$ cat src/rtl/coh_pkg.sv
package coh_pkg;
  // Why a queue leaves the cache in a given cycle
  typedef enum logic [1:0] {
    LEAVE_NONE,
    LEAVE_FILL,
    LEAVE_EVICT,
    LEAVE_FLUSH
  } leave_e;
endpackage

$ cat src/rtl/coh_cache.sv
module coh_cache import coh_pkg::*; #(
  parameter int ADDR_W = 16,
  parameter int RAY_W  = 4,
  parameter int QCAP   = 8,
  parameter int NCACHE = 4,
  parameter int CNT_W  = $clog2(QCAP + 1)
) (
  input  logic                    clk_i,
  input  logic                    rst_ni,
  input  logic [ADDR_W-1:0]       look_addr_i,
  input  logic                    ins_en_i,
  input  logic [RAY_W-1:0]        ins_ray_i,
  input  logic                    flush_take_i,
  output logic                    match_o,
  output logic                    fill_o,
  output logic                    full_o,
  output logic                    empty_o,
  output logic                    leave_o,
  output logic [ADDR_W-1:0]       out_addr_o,
  output logic [CNT_W-1:0]        out_cnt_o,
  output logic [QCAP*RAY_W-1:0]   out_rays_o
);
  localparam int IDX_W  = $clog2(NCACHE);
  localparam int SLOT_W = $clog2(QCAP);

  logic [NCACHE-1:0]     vld_q;
  logic [ADDR_W-1:0]     addr_q [NCACHE];
  logic [CNT_W-1:0]      cnt_q  [NCACHE];
  logic [QCAP*RAY_W-1:0] rays_q [NCACHE];
  logic [IDX_W-1:0]      age_q  [NCACHE];  // 0 = newest, dense ranks

  logic [NCACHE-1:0] match_vec;
  logic [IDX_W:0]    nvld;
  logic [IDX_W-1:0]  mi, fi, oi, sel, aslot;
  logic              has_free, append, alloc;
  leave_e            leave;

  always_comb begin
    for (int i = 0; i < NCACHE; i++) match_vec[i] = vld_q[i] && (addr_q[i] == look_addr_i);
  end

  always_comb begin
    nvld = '0;
    for (int i = 0; i < NCACHE; i++) nvld = nvld + (IDX_W+1)'(vld_q[i]);
    mi = '0; fi = '0; oi = '0; has_free = 1'b0;
    for (int i = 0; i < NCACHE; i++) begin
      if (match_vec[i]) mi = IDX_W'(i);
      if (!vld_q[i] && !has_free) begin
        fi = IDX_W'(i);
        has_free = 1'b1;
      end
      if (vld_q[i] && ({1'b0, age_q[i]} == nvld - 1'b1)) oi = IDX_W'(i);
    end
  end

  assign match_o = |match_vec;
  assign full_o  = &vld_q;
  assign empty_o = ~|vld_q;
  assign fill_o  = match_o && (cnt_q[mi] == CNT_W'(QCAP - 1));

  always_comb begin
    leave = LEAVE_NONE;
    sel   = oi;
    if (ins_en_i && match_o && fill_o) begin
      leave = LEAVE_FILL;
      sel   = mi;
    end else if (ins_en_i && !match_o && full_o) begin
      leave = LEAVE_EVICT;
    end else if (flush_take_i && !empty_o) begin
      leave = LEAVE_FLUSH;
    end
  end

  assign leave_o = (leave != LEAVE_NONE);
  assign append  = ins_en_i && match_o && !fill_o;
  assign alloc   = ins_en_i && !match_o;
  assign aslot   = full_o ? oi : fi;

  always_comb begin
    out_addr_o = addr_q[sel];
    out_cnt_o  = cnt_q[sel];
    out_rays_o = rays_q[sel];
    if (leave == LEAVE_FILL) begin
      out_cnt_o = CNT_W'(QCAP);
      out_rays_o[(QCAP-1)*RAY_W +: RAY_W] = ins_ray_i;
    end
  end

  always_ff @(posedge clk_i or negedge rst_ni) begin
    if (!rst_ni) begin
      vld_q <= '0;
      for (int i = 0; i < NCACHE; i++) begin
        addr_q[i] <= '0;
        cnt_q[i]  <= '0;
        rays_q[i] <= '0;
        age_q[i]  <= '0;
      end
    end else begin
      if (leave == LEAVE_FILL || leave == LEAVE_FLUSH) begin
        vld_q[sel] <= 1'b0;
        for (int j = 0; j < NCACHE; j++)
          if (vld_q[j] && age_q[j] > age_q[sel]) age_q[j] <= age_q[j] - 1'b1;
      end
      if (alloc) begin
        for (int j = 0; j < NCACHE; j++)
          if (vld_q[j] && IDX_W'(j) != aslot) age_q[j] <= age_q[j] + 1'b1;
        vld_q[aslot]  <= 1'b1;
        addr_q[aslot] <= look_addr_i;
        cnt_q[aslot]  <= CNT_W'(1);
        rays_q[aslot] <= {{((QCAP-1)*RAY_W){1'b0}}, ins_ray_i};
        age_q[aslot]  <= '0;
      end
      if (append) begin
        rays_q[mi][int'(cnt_q[mi][SLOT_W-1:0])*RAY_W +: RAY_W] <= ins_ray_i;
        cnt_q[mi] <= cnt_q[mi] + 1'b1;
      end
    end
  end

  p_unique_addr_r10: assert property (@(posedge clk_i) disable iff (!rst_ni)
    $onehot0(match_vec));

  p_flush_step_r8: assert property (@(posedge clk_i) disable iff (!rst_ni)
    (flush_take_i && !ins_en_i && !empty_o) |=> ($countones(vld_q) == $past($countones(vld_q)) - 1));

  for (genvar g = 0; g < NCACHE; g++) begin : g_chk
    p_partial_only_r4: assert property (@(posedge clk_i) disable iff (!rst_ni)
      vld_q[g] |-> (cnt_q[g] != '0 && cnt_q[g] < CNT_W'(QCAP)));
  end
endmodule

$ cat src/rtl/coh_stack.sv
module coh_stack #(
  parameter int W     = 52,
  parameter int DEPTH = 4
) (
  input  logic         clk_i,
  input  logic         rst_ni,
  input  logic         push_i,
  input  logic [W-1:0] push_data_i,
  input  logic         pop_i,
  output logic         full_o,
  output logic         empty_o,
  output logic [W-1:0] top_o
);
  localparam int SP_W  = $clog2(DEPTH + 1);
  localparam int IDX_W = $clog2(DEPTH);

  logic [W-1:0]    mem_q [DEPTH];
  logic [SP_W-1:0] sp_q;
  logic            do_pop, do_push;
  logic [IDX_W-1:0] top_idx, wr_idx;

  assign full_o  = (sp_q == SP_W'(DEPTH));
  assign empty_o = (sp_q == '0);
  assign do_pop  = pop_i && !empty_o;
  assign do_push = push_i && !full_o;
  assign top_idx = IDX_W'(sp_q - 1'b1);
  assign wr_idx  = IDX_W'(sp_q - SP_W'(do_pop));
  assign top_o   = mem_q[top_idx];

  always_ff @(posedge clk_i or negedge rst_ni) begin
    if (!rst_ni) begin
      sp_q <= '0;
      for (int i = 0; i < DEPTH; i++) mem_q[i] <= '0;
    end else begin
      if (do_push) mem_q[wr_idx] <= push_data_i;
      sp_q <= sp_q + SP_W'(do_push) - SP_W'(do_pop);
    end
  end

  p_no_overflow_r7: assert property (@(posedge clk_i) disable iff (!rst_ni)
    push_i |-> !full_o);
endmodule

$ cat src/rtl/coh_member.sv
module coh_member #(
  parameter int RAY_W  = 4,
  parameter int QCAP   = 8,
  parameter int MCNT_W = 8,
  parameter int CNT_W  = $clog2(QCAP + 1),
  parameter int NRAY   = 1 << RAY_W
) (
  input  logic                  clk_i,
  input  logic                  rst_ni,
  input  logic                  inc_en_i,
  input  logic [RAY_W-1:0]      inc_ray_i,
  input  logic                  dec_en_i,
  input  logic [CNT_W-1:0]      dec_cnt_i,
  input  logic [QCAP*RAY_W-1:0] dec_rays_i,
  output logic [NRAY-1:0]       done_mask_o
);
  for (genvar r = 0; r < NRAY; r++) begin : g_ray
    logic [MCNT_W-1:0] cnt_q, cnt_d, dec_n;
    logic              inc, done_q;

    assign inc = inc_en_i && (inc_ray_i == RAY_W'(r));

    always_comb begin
      dec_n = '0;
      if (dec_en_i)
        for (int k = 0; k < QCAP; k++)
          if (k < int'(dec_cnt_i) && dec_rays_i[k*RAY_W +: RAY_W] == RAY_W'(r))
            dec_n = dec_n + MCNT_W'(1);
      cnt_d = cnt_q + MCNT_W'(inc) - dec_n;
    end

    always_ff @(posedge clk_i or negedge rst_ni) begin
      if (!rst_ni) begin
        cnt_q  <= '0;
        done_q <= 1'b0;
      end else begin
        cnt_q  <= cnt_d;
        done_q <= (dec_n != '0) && (cnt_d == '0);
      end
    end

    assign done_mask_o[r] = done_q;

    p_no_underflow_r9: assert property (@(posedge clk_i) disable iff (!rst_ni)
      dec_en_i |-> ((MCNT_W+1)'(cnt_q) + (MCNT_W+1)'(inc) >= (MCNT_W+1)'(dec_n)));
  end

  p_done_after_dispatch_r9: assert property (@(posedge clk_i) disable iff (!rst_ni)
    (|done_mask_o) |-> $past(dec_en_i));
endmodule

$ cat src/rtl/coh_gather.sv
module coh_gather #(
  parameter int RAY_W  = 4,
  parameter int ADDR_W = 16,
  parameter int QCAP   = 8,
  parameter int NCACHE = 4,
  parameter int NSTACK = 4
) (
  input  logic                                clk_i,
  input  logic                                rst_ni,
  input  logic                                hit_valid_i,
  output logic                                hit_ready_o,
  input  logic [RAY_W-1:0]                    hit_ray_i,
  input  logic [ADDR_W-1:0]                   hit_addr_i,
  input  logic                                flush_i,
  output logic                                q_valid_o,
  input  logic                                q_ready_i,
  output logic [ADDR_W-1:0]                   q_addr_o,
  output logic [$clog2(QCAP+1)-1:0]           q_count_o,
  output logic [QCAP*RAY_W-1:0]               q_rays_o,
  output logic [(1<<RAY_W)-1:0]               done_mask_o
);
  localparam int CNT_W  = $clog2(QCAP + 1);
  localparam int NRAY   = 1 << RAY_W;
  localparam int PW     = ADDR_W + CNT_W + QCAP * RAY_W;
  localparam int MCNT_W = $clog2(QCAP * (NCACHE + NSTACK) + 1) + 1;

  logic c_match, c_fill, c_full, c_empty, c_leave;
  logic [ADDR_W-1:0]     c_addr;
  logic [CNT_W-1:0]      c_cnt;
  logic [QCAP*RAY_W-1:0] c_rays;
  logic s_full, s_empty;
  logic [PW-1:0] s_top;
  logic need_push, hit_fire, flush_move, pop;

  assign need_push   = c_match ? c_fill : c_full;
  assign hit_ready_o = !flush_i && (!need_push || !s_full);
  assign hit_fire    = hit_valid_i && hit_ready_o;
  assign flush_move  = flush_i && !c_empty && !s_full;
  assign q_valid_o   = !s_empty;
  assign pop         = q_valid_o && q_ready_i;
  assign {q_addr_o, q_count_o, q_rays_o} = s_top;

  coh_cache #(
    .ADDR_W(ADDR_W), .RAY_W(RAY_W), .QCAP(QCAP), .NCACHE(NCACHE), .CNT_W(CNT_W)
  ) u_cache (
    .clk_i, .rst_ni,
    .look_addr_i (hit_addr_i),
    .ins_en_i    (hit_fire),
    .ins_ray_i   (hit_ray_i),
    .flush_take_i(flush_move),
    .match_o     (c_match),
    .fill_o      (c_fill),
    .full_o      (c_full),
    .empty_o     (c_empty),
    .leave_o     (c_leave),
    .out_addr_o  (c_addr),
    .out_cnt_o   (c_cnt),
    .out_rays_o  (c_rays)
  );

  coh_stack #(.W(PW), .DEPTH(NSTACK)) u_stack (
    .clk_i, .rst_ni,
    .push_i     (c_leave),
    .push_data_i({c_addr, c_cnt, c_rays}),
    .pop_i      (pop),
    .full_o     (s_full),
    .empty_o    (s_empty),
    .top_o      (s_top)
  );

  coh_member #(
    .RAY_W(RAY_W), .QCAP(QCAP), .MCNT_W(MCNT_W), .CNT_W(CNT_W), .NRAY(NRAY)
  ) u_member (
    .clk_i, .rst_ni,
    .inc_en_i   (hit_fire),
    .inc_ray_i  (hit_ray_i),
    .dec_en_i   (pop),
    .dec_cnt_i  (q_count_o),
    .dec_rays_i (q_rays_o),
    .done_mask_o(done_mask_o)
  );

  p_fill_dispatch_r3: assert property (@(posedge clk_i) disable iff (!rst_ni)
    (hit_fire && c_match && c_fill) |=> q_valid_o);

  p_hold_offer_r6: assert property (@(posedge clk_i) disable iff (!rst_ni)
    (q_valid_o && !q_ready_i && !c_leave) |=> ($stable(q_addr_o) && $stable(q_count_o)));

  p_count_range_r11: assert property (@(posedge clk_i) disable iff (!rst_ni)
    q_valid_o |-> (q_count_o != '0 && q_count_o <= CNT_W'(QCAP)));
endmodule

$ cat config.mk
export PLATFORM = sky130hd
export DESIGN_NAME = coh_gather
export DESIGN_NICKNAME = d
export VERILOG_FILES = /design/src/rtl/coh_pkg.sv /design/src/rtl/coh_cache.sv /design/src/rtl/coh_stack.sv /design/src/rtl/coh_member.sv /design/src/rtl/coh_gather.sv
export SDC_FILE = /design/constraint.sdc
export NUM_CORES = 2
export LEC_CHECK = 0
export ABC_AREA = 1
export BUFFER_PORTS_ARGS = -buffer_cell sky130_fd_sc_hd__buf_2
export CAP_MARGIN = 20
export CORE_MARGIN = 10
export CORE_UTILIZATION = 55
export CTS_BUF_LIST = sky130_fd_sc_hd__clkbuf_8 sky130_fd_sc_hd__clkbuf_16
export CTS_CLUSTER_DIAMETER = 120
export DETAILED_ROUTE_END_ITERATION = 6
export HOLD_SLACK_MARGIN = 0.03
export PLACE_DENSITY = 0.77
export SETUP_SLACK_MARGIN = 0.02
export SYNTH_ARGS = -nofsm -noshare
export SYNTH_HDL_FRONTEND = slang
export SYNTH_SLANG_ARGS = --single-unit
$ cat constraint.sdc
create_clock -name clk_i -period 8.8 [get_ports clk_i]
set_input_delay 0.88 -clock clk_i [delete_from_list [all_inputs] [get_ports clk_i]]
set_output_delay 0.88 -clock clk_i [all_outputs]
set_load 0.05 [all_outputs]
# Yosys cells after proc, flatten, opt, wreduce, memory -nomap -nowiden
# Cells that the tools add are included.
[word_totals]
reg_bits = 575
output_inout_bits = 70
[classes]
muxes = 337
bitwise_logic = 13
n_shift = 2
eq_ne = 149
add_sub_neg = 162
reduce_logical = 257
order_cmp = 24
[op_table]
columns = ["operator", "count"]
rows = [
  ["8-bit two-way mux", 242],
  ["8-bit by 1-bit adder with 8-bit output (second input constant)", 112],
  ["4-bit == test (second input constant)", 72],
  ["128-bit bitwise mux", 2],
  ["128-bit two-way mux", 2],
  ["208-bit bitwise mux", 1],
  ["1-bit logical AND", 197],
  ["52-bit two-way mux", 3],
  ["4-bit by 3-bit == test with 1-bit output (second input constant)", 37],
  ["8-bit by 1-bit adder with 8-bit output", 16],
  ["32-bit demux with 2-bit select", 2],
  ["8-bit zero test", 16],
  ["32-bit two-way mux", 4],
  ["8-bit nonzero test", 16],
  ["8-bit subtractor", 16],
  ["52-bit binary-select mux with 2-bit select", 1],
  ["52-bit demux with 2-bit select", 1],
  ["16-bit two-way mux", 5],
  ["4-bit by 2-bit == test with 1-bit output (second input constant)", 18],
  ["32-bit binary-select mux with 2-bit select", 1],
  ["64-bit bitwise mux", 1],
  ["16-bit == test", 4],
  ["2-bit two-way mux", 26],
  ["4-bit two-way mux", 10],
  ["other kinds (50)", 139],
]

# Longest topological paths before layout
[depth]
ltp_word = 33
depth_mapped = 58
depth_no_buf = 52

# By module
# From an unflattened synthesis, not the netlist that was laid out.
[unflattened]
cells_unflattened = 6278
area_unflattened_um2 = 43409.1
[modules_own_cells]
columns = ["mod", "area_per_inst_um2", "cells_each", "instances"]
rows = [
  ["coh_member", 20794.9, 3327, 1],
  ["coh_cache", 12648.4, 1710, 1],
  ["coh_stack", 9897.0, 1226, 1],
  ["coh_gather", 68.8, 15, 1],
]

# Worst setup path before layout
# OpenSTA, ideal clock, no wires.
[synth_timing]
path_type = "register to register"
start = "reg u_stack.sp_q[0]"
end = "reg u_member.g_ray[6].done_q"
setup_slack_ns = 0.202
n_path_buf = 8
t_arrival_ns = 8.535
required_time_ns = 8.737
stages_incl_launch_ff = 50
cell_sequence = "dfrtp_1 inv_2 buf_4 buf_2 buf_2 buf_2 buf_2 buf_1 ha_1 buf_2 clkbuf_1 nand2_1 nand2_1 inv_1 nor2_1 inv_1 nor3_1 ha_1 [14 not listed] ha_1 nor2_1 a31oi_1 ha_1 o21ai_0 o21bai_1 ha_1 inv_1 fa_1 o21ai_0 a21oi_1 nor2_1 nor2_1 xor2_1 or4_1 nor3_1 nand2_1 inv_1"
[synth_between]
elab_chain_cells = 33
word_cells_on_any_way = 66
cone_classes = "10 x add/sub; 8 x order compare; 9 x eq/ne; 19 x mux; 1 x bitwise; 19 x reduce/logical"
[synth_lines]
columns = ["item", "line", "source"]
rows = [
  ["start, declared", "coh_stack.sv:18", "logic [SP_W-1:0] sp_q;"],
  ["start signal, assigned", "coh_stack.sv:36", "sp_q <= sp_q + SP_W'(do_push) - SP_W'(do_pop);"],
  ["2-bit by 1-bit subtractor with 2-bit output *", "coh_stack.sv:26", "assign top_idx = IDX_W'(sp_q - 1'b1);"],
  ["2-bit NOT with 3-bit output (implied by the code) *", "coh_stack.sv:28", "assign top_o = mem_q[top_idx];"],
  ["52-bit binary-select mux with 2-bit select *", "coh_stack.sv:28", ""],
  ["52-bit two-way mux (implied by the code) * (2 in a row)", "coh_stack.sv:28", ""],
  ["via q_rays_o[2]", "coh_gather.sv:19", "output logic [QCAP*RAY_W-1:0] q_rays_o,"],
  ["4-bit by 3-bit == test with 1-bit output *", "coh_member.sv:27", "if (k < int'(dec_cnt_i) && dec_rays_i[k*RAY_W +: RAY_W] == RAY_W'(r))"],
  ["1-bit logical AND *", "coh_member.sv:27", ""],
  ["1-bit two-way mux *", "coh_member.sv:27", ""],
  ["[18 not listed]", "n/a", ""],
  ["8-bit two-way mux *", "coh_member.sv:25", "if (dec_en_i)"],
  ["8-bit by 1-bit adder with 8-bit output", "coh_member.sv:28", "dec_n = dec_n + MCNT_W'(1);"],
  ["8-bit two-way mux *", "coh_member.sv:27", ""],
  ["8-bit two-way mux *", "coh_member.sv:25", ""],
  ["8-bit subtractor *", "coh_member.sv:29", "cnt_d = cnt_q + MCNT_W'(inc) - dec_n;"],
  ["via u_member.g_ray[6].cnt_d[6]", "coh_member.sv:18", "logic [MCNT_W-1:0] cnt_q, cnt_d, dec_n;"],
  ["8-bit zero test *", "coh_member.sv:38", "done_q <= (dec_n != '0) && (cnt_d == '0);"],
  ["1-bit logical AND *", "coh_member.sv:38", ""],
  ["end signal, assigned", "coh_member.sv:38", ""],
  ["end, declared", "coh_member.sv:19", "logic inc, done_q;"],
]
# The timed path passes the listed nets; every way through them passes the cells marked *. The select of a mux whose other input is x is not followed.
# A chain may end at the register's enable or synchronous reset.

# Worst setup path in the final report
[layout_timing]
start = "reg u_stack.sp_q[0]"
end = "reg u_member.g_ray[6].done_q"
[layout_between]
elab_chain_cells = 33
word_cells_on_any_way = 66
cone_classes = "10 x add/sub; 8 x order compare; 9 x eq/ne; 19 x mux; 1 x bitwise; 19 x reduce/logical"
[layout_lines]
columns = ["item", "line"]
rows = [
  ["2-bit by 1-bit subtractor with 2-bit output", "coh_stack.sv:26"],
  ["2-bit NOT with 3-bit output (implied by the code)", "coh_stack.sv:28"],
  ["52-bit binary-select mux with 2-bit select", "coh_stack.sv:28"],
  ["52-bit two-way mux (implied by the code) (2 in a row)", "coh_stack.sv:28"],
  ["1-bit by 4-bit less-than comparator with 1-bit output / 4-bit by 3-bit == test with 1-bit output (equally long branches)", "coh_member.sv:27"],
  ["1-bit logical AND", "coh_member.sv:27"],
  ["1-bit two-way mux", "coh_member.sv:27"],
  ["8-bit two-way mux", "coh_member.sv:25"],
  ["[17 not listed]", "n/a"],
  ["8-bit two-way mux", "coh_member.sv:25"],
  ["8-bit by 1-bit adder with 8-bit output", "coh_member.sv:28"],
  ["8-bit two-way mux", "coh_member.sv:27"],
  ["8-bit two-way mux", "coh_member.sv:25"],
  ["8-bit subtractor *", "coh_member.sv:29"],
  ["via u_member.g_ray[6].cnt_d[6]", "coh_member.sv:18"],
  ["8-bit zero test *", "coh_member.sv:38"],
  ["1-bit logical AND *", "coh_member.sv:38"],
]
# Marked as above.

==> flow_summary.yaml <==
status:
  outcome: "finished clean"
grt:
  antenna_found_initial: 0
  grt_pass1_vias: 38592
  grt_max_degree: 186
  grt_pass1_wl_um: 202000
  overflow: 0
  grt_usage_pct: 27.6
layout:
  diodes: 0
  fin_nets: 6750
  fillCellCount: 7207
  final_cell_mix: "nand2_1 (2214), inv_1 (790), dfrtp_1 (574)"
  drive_above_1_share_pct: 5.83
  area_growth_pct: 8.79
  final_core_util_pct: 60.2
  layout_commonest_cell: "nand2_1"
sta:
  hold_violations: 0
  finalClockSkew_ns: 0.0451
  fmax_mhz: 121
  grt_setup_unrepaired: "yes"
  worstMarginPinSlew_ns: 1.12
  setup_viol: 0
  fin_crit_ns: 8.28
  slew_violations: 0
  final.setup.worst_slack_ns: 0.520
  fin_crit_sh_pct: 94.1
  slew_headroom_pct: 25.2
critical_path:
  path_buf_inv: 10
  worstPathArrival_ns: 8.83
  crit_type: "register to register"
  startpoint_type: "register"
  cp.required_ns: 9.35
  worstSetupEndpointType: "register"
  cp_slowest_cell: "or4_1"
  worst-path-max-fanout: 21
  cp_top_family: "adder cells"
  worst_path_most_repeated_cell: "ha_1"
  cp_slowest_stage_delay_ns: 0.52
floorplan:
  initial_utilization_pct: 55.4
  fp.coreArea_um2: 77300
  die-height_um: 299
  die_area_um2: 89400
  fp-row-count: 102
  ios: 95
  chipWidth_um: 299
clock_tree:
  insertion_delay_ns: 0.65
  cts_buffers: 68
  clk_pin_slew_worst_paths_ns: 0.06
  clock_sinks: 575
  cts_tree: "yes"
  cts_htree_levels: 3
  root_buffer: "clkbuf_16"
  cts_setup_buffers: 0
  cts_buffer_depth: 3
synthesis:
  syn_area_um2: 42800
  avgSynthCellArea_um2: 6.82
  seq_area_frac_synth_pct: 33.6
  netlist_instances: 6279
  ys_async_sr_fraction_pct: 100
  synth-seq-cells: 575
  synth_cell_types: 66
  yosysWarnings: 0
  synth_edf_count: 0
  ys.flop_type: "dfrtp_1"
detailed_routing:
  drtIter0Drc: 3518
  drtAntennaViolNets: 0
  first_pass_iters: 6
  via_per_inst: 5.50
  wl_per_cell_um: 16.9
  post-route-drc-count: 0
  wl_um: 125000
  vias: 40951
placed_design:
  globalplace.congestion: 1.06
  place_hpwl_um: 92100
  post-place-ws_ns: 0.472
  io_buffers: 94
min_path:
  hold_path.class: "primary input to asynchronous set/reset pin"
flow_run:
  drv_cap: 0
==> cell families after synthesis <==
kind of cell / share of synthesized area (%)
AOI/OAI and AO/OA: 8.03
xor gates and xnor gates: 3.00
adders and majority gates: 11.2
buffers and inverters: 9.25
DFF: 33.6
other: 0.00876
and+or+nand+nor: 34.9
==> state kept, by name, indices dropped and copies added, names as in the netlist <==
name / count
u_stack.mem_q: 208
u_cache.rays_q: 128
u_member.g_ray.cnt_q: 128
u_cache.addr_q: 64
u_cache.cnt_q: 16
u_member.g_ray.done_q: 16
u_cache.age_q: 8
u_cache.vld_q: 4
u_stack.sp_q: 3
==> synth_stat cells (all sizes together), types with 5 or more instances <==
cell	n	area (um2)
xor2	105	920
a31oi	5	31.3
buf	110	679
nand2	2231	8430
nor4	34	213
o21ai	362	1820
a211oi	6	45.0
clkinv	7	27.5
clkbuf	52	195
inv	813	3060
o211ai	12	90.1
or2	32	203
ha	356	4450
dfrtp	575	14400
nand3b	30	225
nand3	575	3020
fa	18	360
a21oi	157	797
nor2	563	2170
nand4	58	393
o22ai	35	219
nor3	34	180
o21bai	25	191
xnor2	40	365
a32oi	16	155
==> final cells by class <==
type	count	area [um2]	share of cell area, %
Clock buffer	82	1910	4.09
Clock inverter	38	450	0.967
Inverter	820	3090	6.63
Multi-Input combinational cell	4753	24600	52.9
Sequential cell	575	14400	30.9
Tap cell	1040	1300	2.79
Timing Repair Buffer	133	822	1.76
==> per-stage QoR <==
step / instances / setup TNS (ns) / cell area (um2) / hold WS [ns]
finish: 7441 / 0 / 46600 / 0.221
global route: 7441 / -0.0577 / 46600 / 0.283
CTS: 7440 / 0 / 46500 / 0.280
detailed placement: 7320 / 0 / 44200 / 0.460
global placement: 7320 / 0 / 44200 / 0.457
floorplan: 6310 / 0 / 42900 / 0.444
==> worst register-to-register path, delay by kind of cell (launching register included) <==
kind | cells | cell delay [ns]
adder cells (fa/ha/maj) | 9 | 2.80
AND/OR/NAND/NOR | 14 | 2.27
AO/OA/AOI/OAI | 8 | 1.24
buffers and inverters | 10 | 1.22
flip-flops | 1 | 0.49
XOR/XNOR | 1 | 0.15
==> final timing paths <==
path                                                     from                                    to  slack (ns)  depth (start not counted)
min in group clk_i              u_stack.mem_q[96]$_DFFE_PN0P_         u_stack.mem_q[96]$_DFFE_PN0P_        0.47                          2
worst min-delay path                                   rst_ni  u_member.g_ray[7].cnt_q[5]$_DFF_PN0_        0.22                          1
max in group asynchronous                              rst_ni  u_member.g_ray[2].cnt_q[4]$_DFF_PN0_        6.30                          3
worst max-delay path                u_stack.sp_q[0]$_DFF_PN0_    u_member.g_ray[6].done_q$_DFF_PN0_        0.52                         42
worst max register to register      u_stack.sp_q[0]$_DFF_PN0_    u_member.g_ray[6].done_q$_DFF_PN0_        0.52                         42
worst min register to register  u_stack.mem_q[96]$_DFFE_PN0P_         u_stack.mem_q[96]$_DFFE_PN0P_        0.47                          2
==> per-layer routing <==
metal	GRT usage (%)	wire, um	vias up
met5	0	0	-
met4	12.4	5840	0
met3	4.52	9940	298
met2	44.7	56600	1551
met1	35.9	53100	19034
li1	-	-	20068
==> timing repair <==
action | in CTS | in global routing
gates resized for setup | 0 | 9
hold buffers | 0 | 0
endpoints found under the setup margin | 0 | 7
Power is not shown: default switching activity piles up to over one toggle a cycle in this logic, so the estimate is an artifact.
